**src/rtl/rwi_arb_pkg.sv**
```systemverilog
package rwi_arb_pkg;
  localparam int CMD_W        = 8;
  localparam int STAT_W       = 8;
  localparam int CODE_W       = 8;
  localparam int DEV_FLAG_BIT = 6;
  localparam logic [CMD_W-1:0]  CMD_REWIND_IRQ = 8'h13;
  localparam logic [STAT_W-1:0] ERR_KEEP_MASK  = 8'hB8;
endpackage

```
**src/rtl/rwi_low_pick.sv**
```systemverilog
module rwi_low_pick #(
  parameter int N_UNITS = 8,
  localparam int IDX_W  = (N_UNITS > 1) ? $clog2(N_UNITS) : 1
) (
  input  logic [N_UNITS-1:0] req,
  output logic               any,
  output logic [IDX_W-1:0]   idx,
  output logic [N_UNITS-1:0] onehot
);
  // walk upward from unit 0; the first request seen is the winner
  always_comb begin
    logic found;
    found  = 1'b0;
    idx    = '0;
    onehot = '0;
    for (int i = 0; i < N_UNITS; i++) begin
      if (req[i] && !found) begin
        onehot[i] = 1'b1;
        idx       = IDX_W'(i);
      end
      found = found | req[i];
    end
    any = found;
  end
endmodule

```
**src/rtl/rwi_pend_bits.sv**
```systemverilog
module rwi_pend_bits #(
  parameter int N_UNITS = 8
) (
  input  logic               clk,
  input  logic               rst,
  input  logic [N_UNITS-1:0] set_vec,
  input  logic [N_UNITS-1:0] clr_vec,
  output logic [N_UNITS-1:0] mask_q,
  output logic [N_UNITS-1:0] mask_next
);
  genvar g;
  generate
    for (g = 0; g < N_UNITS; g++) begin : g_bit
      // a set arriving together with a clear keeps the bit
      assign mask_next[g] = set_vec[g] | (mask_q[g] & ~clr_vec[g]);

      always_ff @(posedge clk) begin
        if (rst) mask_q[g] <= 1'b0;
        else     mask_q[g] <= mask_next[g];
      end

      AST_SET_WINS: assert property (@(posedge clk) disable iff (rst)
        set_vec[g] |=> mask_q[g]);
      AST_CLEAR_DROPS: assert property (@(posedge clk) disable iff (rst)
        (clr_vec[g] && !set_vec[g]) |=> !mask_q[g]);
      AST_BIT_HOLDS: assert property (@(posedge clk) disable iff (rst)
        (!clr_vec[g] && !set_vec[g]) |=> (mask_q[g] == $past(mask_q[g])));
    end
  endgenerate
endmodule

```
**src/rtl/rwi_ctl_slot.sv**
```systemverilog
module rwi_ctl_slot #(
  parameter int N_UNITS = 8,
  localparam int IDX_W  = (N_UNITS > 1) ? $clog2(N_UNITS) : 1
) (
  input  logic             clk,
  input  logic             rst,
  input  logic             req,
  input  logic [IDX_W-1:0] req_unit,
  input  logic             ack_take,
  input  logic             halt,
  input  logic [IDX_W-1:0] halt_unit,
  output logic             pend_q,
  output logic             pend_next,
  output logic [IDX_W-1:0] unit_q
);
  logic drop;

  assign drop      = ack_take | (halt && pend_q && (halt_unit == unit_q));
  assign pend_next = req | (pend_q & ~drop);

  always_ff @(posedge clk) begin
    if (rst) begin
      pend_q <= 1'b0;
      unit_q <= '0;
    end else begin
      pend_q <= pend_next;
      if (req) unit_q <= req_unit;
    end
  end

  AST_CTL_REQ_WINS: assert property (@(posedge clk) disable iff (rst)
    req |=> (pend_q && unit_q == $past(req_unit)));
  AST_CTL_TAKEN: assert property (@(posedge clk) disable iff (rst)
    (ack_take && !req) |=> !pend_q);
  AST_CTL_HALTED: assert property (@(posedge clk) disable iff (rst)
    (halt && pend_q && halt_unit == unit_q && !req) |=> !pend_q);
endmodule

```
**src/rtl/rwi_arbiter.sv**
```systemverilog
module rwi_arbiter
  import rwi_arb_pkg::*;
#(
  parameter int N_UNITS = 8,
  localparam int IDX_W  = (N_UNITS > 1) ? $clog2(N_UNITS) : 1
) (
  input  logic                        clk,
  input  logic                        rst,
  input  logic                        rw_done,
  input  logic [IDX_W-1:0]            rw_unit,
  input  logic [CMD_W-1:0]            rw_cmd,
  input  logic                        ctl_req,
  input  logic [IDX_W-1:0]            ctl_unit,
  input  logic                        ack,
  input  logic                        halt,
  input  logic [IDX_W-1:0]            halt_unit,
  input  logic [N_UNITS*STAT_W-1:0]   dev_status,
  output logic                        irq_pending,
  output logic                        ack_valid,
  output logic [CODE_W-1:0]           ack_code,
  output logic [STAT_W-1:0]           ack_status,
  output logic [N_UNITS-1:0]          pend_mask,
  output logic [N_UNITS-1:0]          bot_flags,
  output logic [N_UNITS-1:0]          rw_cancel
);
  logic [N_UNITS-1:0] done_dec, halt_dec, set_vec, clr_vec, mask_next, pick_oh;
  logic [STAT_W-1:0]  stat_arr [N_UNITS];
  logic               pick_any, ctl_pend, ctl_next, ctl_take, is_irq_cmd;
  logic [IDX_W-1:0]   pick_idx, ctl_owner, serve_idx;
  logic [CODE_W-1:0]  code_next;

  assign is_irq_cmd = (rw_cmd == CMD_REWIND_IRQ);

  genvar g;
  generate
    for (g = 0; g < N_UNITS; g++) begin : g_unit
      assign done_dec[g] = rw_done && (rw_unit == IDX_W'(g));
      assign halt_dec[g] = halt && (halt_unit == IDX_W'(g));
      assign stat_arr[g] = dev_status[g*STAT_W +: STAT_W];
    end
  endgenerate

  rwi_low_pick #(.N_UNITS(N_UNITS)) u_pick (
    .req    (pend_mask),
    .any    (pick_any),
    .idx    (pick_idx),
    .onehot (pick_oh)
  );

  // controller interrupt is served before any drive bit
  assign ctl_take = ack && ctl_pend;
  assign set_vec  = is_irq_cmd ? done_dec : '0;
  assign clr_vec  = halt_dec | ((ack && !ctl_pend) ? pick_oh : '0);

  rwi_pend_bits #(.N_UNITS(N_UNITS)) u_bits (
    .clk       (clk),
    .rst       (rst),
    .set_vec   (set_vec),
    .clr_vec   (clr_vec),
    .mask_q    (pend_mask),
    .mask_next (mask_next)
  );

  rwi_ctl_slot #(.N_UNITS(N_UNITS)) u_ctl (
    .clk       (clk),
    .rst       (rst),
    .req       (ctl_req),
    .req_unit  (ctl_unit),
    .ack_take  (ctl_take),
    .halt      (halt),
    .halt_unit (halt_unit),
    .pend_q    (ctl_pend),
    .pend_next (ctl_next),
    .unit_q    (ctl_owner)
  );

  always_comb begin
    if (ctl_pend) begin
      serve_idx = ctl_owner;
      code_next = CODE_W'(ctl_owner);
    end else if (pick_any) begin
      serve_idx = pick_idx;
      code_next = CODE_W'(pick_idx) | (CODE_W'(1) << DEV_FLAG_BIT);
    end else begin
      serve_idx = '0;
      code_next = '0;
    end
  end

  always_ff @(posedge clk) begin
    if (rst) begin
      bot_flags   <= '0;
      ack_valid   <= 1'b0;
      ack_code    <= '0;
      ack_status  <= '0;
      rw_cancel   <= '0;
      irq_pending <= 1'b0;
    end else begin
      bot_flags   <= bot_flags | done_dec;
      ack_valid   <= ack;
      rw_cancel   <= halt_dec;
      irq_pending <= ctl_next | (|mask_next);
      if (ack) begin
        ack_code   <= code_next;
        ack_status <= stat_arr[serve_idx] & ERR_KEEP_MASK;
      end
    end
  end

  AST_BOT_ON_DONE: assert property (@(posedge clk) disable iff (rst)
    rw_done |=> bot_flags[$past(rw_unit)]);
  AST_PLAIN_REWIND_QUIET: assert property (@(posedge clk) disable iff (rst)
    (rw_done && !is_irq_cmd && !ack && !halt) |=> (pend_mask == $past(pend_mask)));
  AST_LAST_BIT_DROPS_LINE: assert property (@(posedge clk) disable iff (rst)
    (ack && !ctl_pend && $onehot(pend_mask) && !rw_done && !ctl_req) |=> !irq_pending);
  AST_CTL_FIRST: assert property (@(posedge clk) disable iff (rst)
    (ack && ctl_pend) |=> (!ack_code[DEV_FLAG_BIT] && pend_mask == $past(pend_mask | set_vec)));
  AST_DRIVE_FLAGGED: assert property (@(posedge clk) disable iff (rst)
    (ack && !ctl_pend && |pend_mask) |=> ack_code[DEV_FLAG_BIT]);
  AST_EMPTY_ACK_ZERO: assert property (@(posedge clk) disable iff (rst)
    (ack && !ctl_pend && pend_mask == '0) |=> (ack_code == '0));
  AST_CANCEL_SINGLE: assert property (@(posedge clk) disable iff (rst)
    $onehot0(rw_cancel));
  AST_STATUS_MASKED: assert property (@(posedge clk) disable iff (rst)
    ack_valid |-> ((ack_status & ~ERR_KEEP_MASK) == '0));
  AST_ACK_ONE_CYCLE: assert property (@(posedge clk) disable iff (rst)
    ack |=> ack_valid);
  AST_ACK_NO_SPURIOUS: assert property (@(posedge clk) disable iff (rst)
    !ack |=> (!ack_valid && $stable(ack_code)));
endmodule

```
**config.mk**
```make
export PLATFORM = sky130hd
export DESIGN_NAME = rwi_arbiter
export DESIGN_NICKNAME = d
export VERILOG_FILES = /design/src/rtl/rwi_arb_pkg.sv /design/src/rtl/rwi_low_pick.sv /design/src/rtl/rwi_pend_bits.sv /design/src/rtl/rwi_ctl_slot.sv /design/src/rtl/rwi_arbiter.sv
export SDC_FILE = /design/constraint.sdc
export NUM_CORES = 1
export LEC_CHECK = 0
export CORE_MARGIN = 2
export CORE_UTILIZATION = 30
export CTS_CLUSTER_SIZE = 40
export DETAILED_ROUTE_END_ITERATION = 7
export PLACE_DENSITY = 0.7
export SYNTH_ARGS = -nofsm -noshare
export SYNTH_HDL_FRONTEND = slang
export SYNTH_SLANG_ARGS = --single-unit
```
**constraint.sdc**
```tcl
create_clock -name clk -period 2.45 [get_ports clk]
set_clock_uncertainty 0.05 [all_clocks]
set_input_delay 0.49 -clock clk [delete_from_list [all_inputs] [get_ports clk]]
set_output_delay 0.49 -clock clk [all_outputs]
set_load 0.02 [all_outputs]
```
; Word-level counts from Yosys, hierarchy flattened
; Cells that the tools add are included.
[totals]
regBits = 42
output_inout_bits = 42
word_cells = 134
[classes]
order_cmp = 1
n_eq_ne = 16
mux = 24
bitwise_logic = 39
reduce_logical = 38
[ops]
columns = cell, count
row1 = two-way mux 8 bit, 5
row2 = logical AND 1 bit, 27
row3 = binary-select mux 8 bit (select 3 bit), 1
row4 = "== test 3 bit, second input constant", 8
row5 = two-way mux 3 bit, 8
row6 = bitwise OR 1 bit, 18
row7 = bitwise OR 8 bit, 2
row8 = "== test 3 x 2 -> 1 bit, second input constant", 4
row9 = AND 1 bit, 9
row10 = two-way mux 1 bit, 9
row11 = inverter 1 bit, 9
row12 = "== test 8 x 5 -> 1 bit, second input constant", 1
row13 = logical NOT 1 bit, 8
row14 = OR reduction 8 bit, 1
row15 = two-way mux 7 bit, 1
row16 = "== test 3 x 1 -> 1 bit, second input constant", 2
row17 = logical NOT 3 bit, 2
row18 = "greater-or-equal comparator 4 bit, second input constant", 1
row19 = inverter 3 -> 4 bit, 1
row20 = == test 3 bit, 1

; Longest topological paths before layout
[logic_depth]
word_depth = 16
depth_mapped = 7

; Hierarchy
; A second synthesis with hierarchy kept.
[unflattened]
cells_unflattened = 275
hier_area_um2 = 2343.5
[by_module_without_submodules]
columns = mod, n_inst, cells_each, area_per_inst_um2
row1 = rwi_arbiter, 1, 192, 1579.0
row2 = rwi_pend_bits, 1, 41, 411.6
row3 = rwi_ctl_slot, 1, 20, 202.7
row4 = rwi_low_pick, 1, 22, 150.1

; Least setup slack after synthesis
; No wires, ideal clock.
[synth_timing]
path_kind = reg-to-reg
startpoint = register u_bits.mask_q[1]
endpoint = register ack_status[5]
arrival_time_ns = 2.038
setup_slack_ns = 0.228
path_stages_with_launch = 8
n_path_buf = 1
cell_sequence = dfxtp_1 > nor4_4 > nand3_2 > a32oi_4 > buf_6 > mux4_1 > nor2_1 > a211oi_1
[synth_via]
elab_chain_cells = 15
word_cells_on_any_way = 33
cone_classes = mux: 12 / bitwise: 8 / reduce/logical: 13
[synth_lines]
columns = item, line
row1 = "start, declared", rwi_pend_bits.sv:8  ; output logic [N_UNITS-1:0] mask_q,
row2 = "start signal, assigned by index", rwi_pend_bits.sv:19  ; else mask_q[g] <= mask_next[g];
row3 = bitwise OR 1 bit, rwi_low_pick.sv:21  ; found = found | req[i];
row4 = logical NOT 1 bit / bitwise OR 1 bit (equally long branches), "rwi_low_pick.sv:17, rwi_low_pick.sv:21"
row5 = logical AND 1 bit (tied with other cells), rwi_low_pick.sv:17  ; if (req[i] && !found) begin
row6 = two-way mux 3 bit (tied with other cells) (4 in series), rwi_low_pick.sv:17
row7 = two-way mux 3 bit / logical AND 1 bit (equally long branches), rwi_low_pick.sv:17
row8 = two-way mux 3 bit, rwi_low_pick.sv:17
row9 = two-way mux 3 bit *, rwi_arbiter.sv:81  ; end else if (pick_any) begin
row10 = two-way mux 3 bit *, rwi_arbiter.sv:78  ; if (ctl_pend) begin
row11 = inverter 3 -> 4 bit (implied by the code) *, rwi_arbiter.sv:105  ; ack_status <= stat_arr[serve_idx] & ERR_KEEP_MASK;
row12 = binary-select mux 8 bit (select 3 bit) *, rwi_arbiter.sv:105
row13 = two-way mux 8 bit (implied by the code) * (2 in series), rwi_arbiter.sv:105
row14 = "end signal, assigned", rwi_arbiter.sv:105
row15 = "end, declared", rwi_arbiter.sv:21  ; output logic [STAT_W-1:0] ack_status,
; Every way passes the cells marked *; elsewhere a longest branch is shown, timed or not. The select of a mux whose other input is x is not followed.
; A chain may end at the register's enable or synchronous reset.

; Worst setup path after layout
[layout_timing]
startpoint = input rw_cmd[5]
endpoint = register irq_pending
[layout_via]
elab_chain_cells = 5
word_cells_on_any_way = 12
cone_classes = eq/ne: 1 / mux: 1 / bitwise: 9 / reduce/logical: 1
[layout_lines]
columns = item, line
row1 = "start, declared", rwi_arbiter.sv:11  ; input logic [CMD_W-1:0] rw_cmd,
row2 = == test 8 x 5 -> 1 bit *, rwi_arbiter.sv:32  ; assign is_irq_cmd = (rw_cmd == CMD_REWIND_IRQ);
row3 = two-way mux 8 bit *, rwi_arbiter.sv:52  ; assign set_vec = is_irq_cmd ? done_dec : '0;
row4 = bitwise OR 1 bit, rwi_pend_bits.sv:15  ; assign mask_next[g] = set_vec[g] | (mask_q[g] & ~clr_vec[g]);
row5 = OR reduction 8 bit *, rwi_arbiter.sv:102  ; irq_pending <= ctl_next | (|mask_next);
row6 = bitwise OR 1 bit *, rwi_arbiter.sv:102
row7 = "end signal, assigned", rwi_arbiter.sv:102
row8 = "end, declared", rwi_arbiter.sv:18  ; output logic irq_pending,
; Every way passes the cells marked *; elsewhere a longest branch is shown, timed or not.

==> flow_results.xml <==
<?xml version="1.0" encoding="UTF-8"?>
<metrics>
  <group name="global_route">
    <metric name="wire_length_of_the_first_global_routing_pass" unit="mm">9.05</metric>
    <metric name="grt_antenna_before_repair" unit="">0</metric>
    <metric name="grt_overflow_total" unit="">0</metric>
    <metric name="first_global_vias" unit="">1880</metric>
    <metric name="grt_use_met1" unit="%">20.2</metric>
    <metric name="globalRoute.busiestLayer" unit="">met2</metric>
    <metric name="gr-usage-all-layers" unit="%">15.8</metric>
    <metric name="global_route.usage.met3" unit="%">3.26</metric>
    <metric name="grt_max_degree" unit="">19</metric>
    <metric name="grt_use_met2" unit="%">26.5</metric>
  </group>
  <group name="clocking">
    <metric name="htreeDepth" unit="">2</metric>
    <metric name="holdBufCountCts" unit="">0</metric>
    <metric name="cts_root_buffer" unit="">clkbuf_8</metric>
    <metric name="clock-sinks" unit="">38</metric>
    <metric name="clockBufferDepth" unit="">2</metric>
    <metric name="cts_tree" unit="">built</metric>
    <metric name="cts_made_buffers" unit="">5</metric>
    <metric name="clkLatencyLatePin" unit="ns">0.30</metric>
    <metric name="clk_pin_slew_worst_paths" unit="ns">0.08</metric>
  </group>
  <group name="yosys">
    <metric name="ys_types" unit="">41</metric>
    <metric name="synthArstFlopShare" unit="%">0</metric>
    <metric name="synth_commonest_cells" unit="">dfxtp_1, nor2_1, mux2i_1, a21oi_1, nor3_1</metric>
    <metric name="post_synth_instance_area" unit="um2">1920</metric>
    <metric name="yosysTopAreaCell" unit="">dfxtp_1</metric>
    <metric name="synth_top_cell_area_share" unit="%">39.7</metric>
    <metric name="ys.flop_type" unit="">dfxtp_1</metric>
    <metric name="synth-seq-cells" unit="">38</metric>
    <metric name="synth_edf_count" unit="">0</metric>
    <metric name="synthCells" unit="">208</metric>
    <metric name="yosys_warnings" unit="">0</metric>
    <metric name="synthesized_area_divided_by_synthesized_cell_count" unit="um2">9.21</metric>
    <metric name="synthTopCellsByArea" unit="">dfxtp_1, nor2_1, mux2i_1, mux4_1, buf_4</metric>
    <metric name="synth.yosys.seq_area_share" unit="%">39.7</metric>
    <metric name="post-synth-top-count-cell" unit="">dfxtp_1</metric>
  </group>
  <group name="critical_path">
    <metric name="reg2reg_setup_slack" unit="ns">0.18</metric>
    <metric name="r2r_start" unit="">u_bits.mask_q[0]$_SDFF_PP0_</metric>
    <metric name="r2r.worst_path.cells" unit="">7</metric>
    <metric name="critPathKind" unit="">in -&gt; reg</metric>
    <metric name="regToRegEndpoint" unit="">ack_status[5]$_SDFFE_PP0P_</metric>
    <metric name="cp-start-kind" unit="">input port</metric>
    <metric name="crit_required" unit="ns">2.63</metric>
    <metric name="cp_cell_sequence" unit="">clkdlybuf4s50_1, or4b_2, nor4_4, nand3_1, o22ai_1, nor3_1, a31oi_1</metric>
    <metric name="critical_path_cell_with_the_highest_stage_delay" unit="">or4b_2</metric>
    <metric name="crit_fanout" unit="">3</metric>
    <metric name="worst-endpoint-arrival" unit="ns">2.45</metric>
    <metric name="timing.critical_path.slowest_cell_delay" unit="ns">0.70</metric>
    <metric name="cp-end-kind" unit="">register</metric>
  </group>
  <group name="cells_and_area">
    <metric name="antenna_cells" unit="">0</metric>
    <metric name="nFillCells" unit="">618</metric>
    <metric name="nNetsFinal" unit="">392</metric>
    <metric name="postLayoutCoreUtil" unit="%">48.8</metric>
    <metric name="share_of_final_layout_standard_cells_stronger_than_drive_strength_1" unit="%">10.8</metric>
    <metric name="final-instance-count-excl-fill" unit="">383</metric>
    <metric name="synthToLayoutAreaGrowth" unit="%">59.9</metric>
    <metric name="fin_area" unit="um2">3060</metric>
  </group>
  <group name="route">
    <metric name="route.detailed.drc" unit="">0</metric>
    <metric name="wire_per_inst" unit="um">14.0</metric>
    <metric name="vias_per_cell" unit="">4.84</metric>
    <metric name="detail-route-antenna-nets" unit="">0</metric>
    <metric name="detailedRoute.firstIterationViolations" unit="">121</metric>
    <metric name="vias" unit="">1853</metric>
    <metric name="wl" unit="mm">5.35</metric>
    <metric name="dr.pass1.iters" unit="">4</metric>
  </group>
  <group name="outcome">
    <metric name="status" unit="">completed</metric>
  </group>
  <group name="timing">
    <metric name="timing.final.max_slew_violations" unit="">0</metric>
    <metric name="setup_ws" unit="ns">0.176</metric>
    <metric name="final_hold_viol_count" unit="">0</metric>
    <metric name="period_minus_slack" unit="ns">2.27</metric>
    <metric name="timing.final.setup_violations" unit="">0</metric>
    <metric name="achievable-frequency" unit="MHz">440</metric>
    <metric name="final_min_period_over_clock_period" unit="%">92.8</metric>
    <metric name="unrepaired_setup_endpoints_after_global_routing" unit="">false</metric>
  </group>
  <group name="power_and_ir_drop">
    <metric name="power.leakage" unit="nW">1.21</metric>
    <metric name="power.share.sequential" unit="%">40.8</metric>
    <metric name="cell_internal_pwr" unit="mW">1.23</metric>
    <metric name="combPwrFrac" unit="%">17.8</metric>
    <metric name="switching_power" unit="mW">0.364</metric>
    <metric name="max-vdd-ir-drop" unit="mV">0.351</metric>
    <metric name="power.clock.fraction" unit="%">41.5</metric>
    <metric name="power.total" unit="mW">1.60</metric>
    <metric name="power-per-cell-area" unit="nW/um2">521</metric>
    <metric name="switching_share" unit="%">22.8</metric>
  </group>
  <group name="place">
    <metric name="place_area" unit="um2">2890</metric>
    <metric name="numPortBuffers" unit="">88</metric>
    <metric name="dp_hpwl" unit="mm">4.28</metric>
    <metric name="place_inst" unit="">372</metric>
    <metric name="worst_slack_at_placement" unit="ns">-0.224</metric>
    <metric name="gpl.final_weighted_congestion" unit="">0.839</metric>
  </group>
  <group name="flow_run">
    <metric name="max_cap_viols" unit="">0</metric>
  </group>
  <group name="floorplan">
    <metric name="core_area" unit="um2">6280</metric>
    <metric name="design.die.area" unit="um2">7040</metric>
    <metric name="top_level_i_o_count" unit="">129</metric>
    <metric name="die_w" unit="um">83.9</metric>
    <metric name="fp-row-count" unit="">29</metric>
    <metric name="initial_utilization" unit="%">30.5</metric>
    <metric name="die-height" unit="um">83.9</metric>
  </group>
  <group name="worst_hold_path">
    <metric name="timing.hold.worst.class" unit="">reg -&gt; reg</metric>
    <metric name="min-delay-start" unit="">bot_flags[1]$_SDFF_PP0_</metric>
    <metric name="hold_path_depth" unit="">2</metric>
    <metric name="min_delay_worst_endpoint" unit="">bot_flags[1]$_SDFF_PP0_</metric>
  </group>
</metrics>
-- routing by layer --
metal / wire length [um] / vias to the layer above
met4: 69 / 0
li1: - / 933
met1: 2380 / 856
met3: 233 / 6
met5: 0 / -
met2: 2660 / 58
-- cells in the final DEF (no fill, tap or decap), types with 2 or more instances in the layout --
| cell type | count |
|---|---|
| clkdlybuf4s50_1 | 88 |
| buf_4 | 14 |
| a21oi_1 | 9 |
| nor3_1 | 9 |
| o311ai_0 | 2 |
| bufinv_16 | 2 |
| xnor2_1 | 3 |
| nand4_1 | 3 |
| o21bai_1 | 4 |
| mux2i_1 | 13 |
| clkbuf_8 | 6 |
| nor2b_1 | 7 |
| nand2_1 | 8 |
| o21ai_0 | 5 |
| mux4_1 | 4 |
| nor2_1 | 37 |
| a31oi_1 | 6 |
| nand2b_1 | 7 |
| mux2_2 | 3 |
| or2_2 | 2 |
| a211oi_1 | 4 |
| conb_1 | 8 |
| o21a_1 | 2 |
| o221ai_1 | 2 |
| nor4_4 | 2 |
| dfxtp_1 | 38 |
| nand3_1 | 4 |
-- how the worst max path moves through the flow --
stage / to / from / cells past startpoint
5_1_grt: ack_status[7]$_SDFFE_PP0P_ / u_bits.mask_q[0]$_SDFF_PP0_ / 6
3_3_place_gp: irq_pending$_SDFF_PP0_ / rw_cmd[5] / 7
2_1_floorplan: ack_status[5]$_SDFFE_PP0P_ / u_bits.mask_q[1]$_SDFF_PP0_ / 7
6_report: irq_pending$_SDFF_PP0_ / rw_cmd[5] / 7
4_1_cts: irq_pending$_SDFF_PP0_ / rw_cmd[5] / 7
3_5_place_dp: irq_pending$_SDFF_PP0_ / rw_cmd[5] / 7
-- state kept, by name (all words and copies together), names as in the netlist --
signal,cells
bot_flags,8
rw_cancel,8
u_bits.mask_q,8
ack_code,4
ack_status,4
u_ctl.unit_q,3
ack_valid,1
irq_pending,1
u_ctl.pend_q,1
-- what timing repair did --
item / 4_1_cts / 5_1_grt
endpoints found under the hold margin: 0 / 0
setup buffers: 0 / 3
endpoints found under the setup margin: 0 / 2
resized for setup: 0 / 1
-- through the flow --
step | setup TNS, ns | hold WS (ns)
final | 0 | 0.428
after global routing | 0 | 0.461
after CTS | 0 | 0.438
after detailed placement | -0.531 | 0.413
after global placement | -0.323 | 0.400
after floorplan | 0 | 0.454
-- cell type report --
cell class / instances / area (um2) / share of cell area [%]
multi-input combinational: 157 / 1070 / 35.0
tap: 77 / 96.3 / 3.15
clock inverter: 2 / 60.1 / 1.96
sequential: 38 / 761 / 24.8
timing repair buffer: 102 / 986 / 32.2
inverter: 1 / 3.75 / 0.123
clock buffer: 6 / 82.6 / 2.70
-- power by group through the flow --
stage	combinational (mW)	clock [mW]	sequential [mW]
after floorplan	0.123	0	0.682
after global placement	0.279	0	0.665
after detailed placement	0.282	0	0.666
after CTS	0.283	0.676	0.651
after global routing	0.306	0.699	0.654
final	0.284	0.662	0.651
-- cells by family (layout without fill, tap and decap cells) --
group	after synthesis	after routing	synth area share, %
other	1	8	0.196
AOI/OAI and AO/OA	43	43	16.3
DFF	38	38	39.7
buffers and inverters	20	111	5.94
xor gates and xnor gates	3	3	1.37
muxes	20	20	14.0
and+or+nand+nor	83	83	22.4
-- critical path, delay by kind of cell --
kind | cells | cell delay (ns)
simple gates | 4 | 1.18
buf+inv | 1 | 0.39
compound gates | 2 | 0.38
Note: power is estimated with default switching activity, not from simulation.
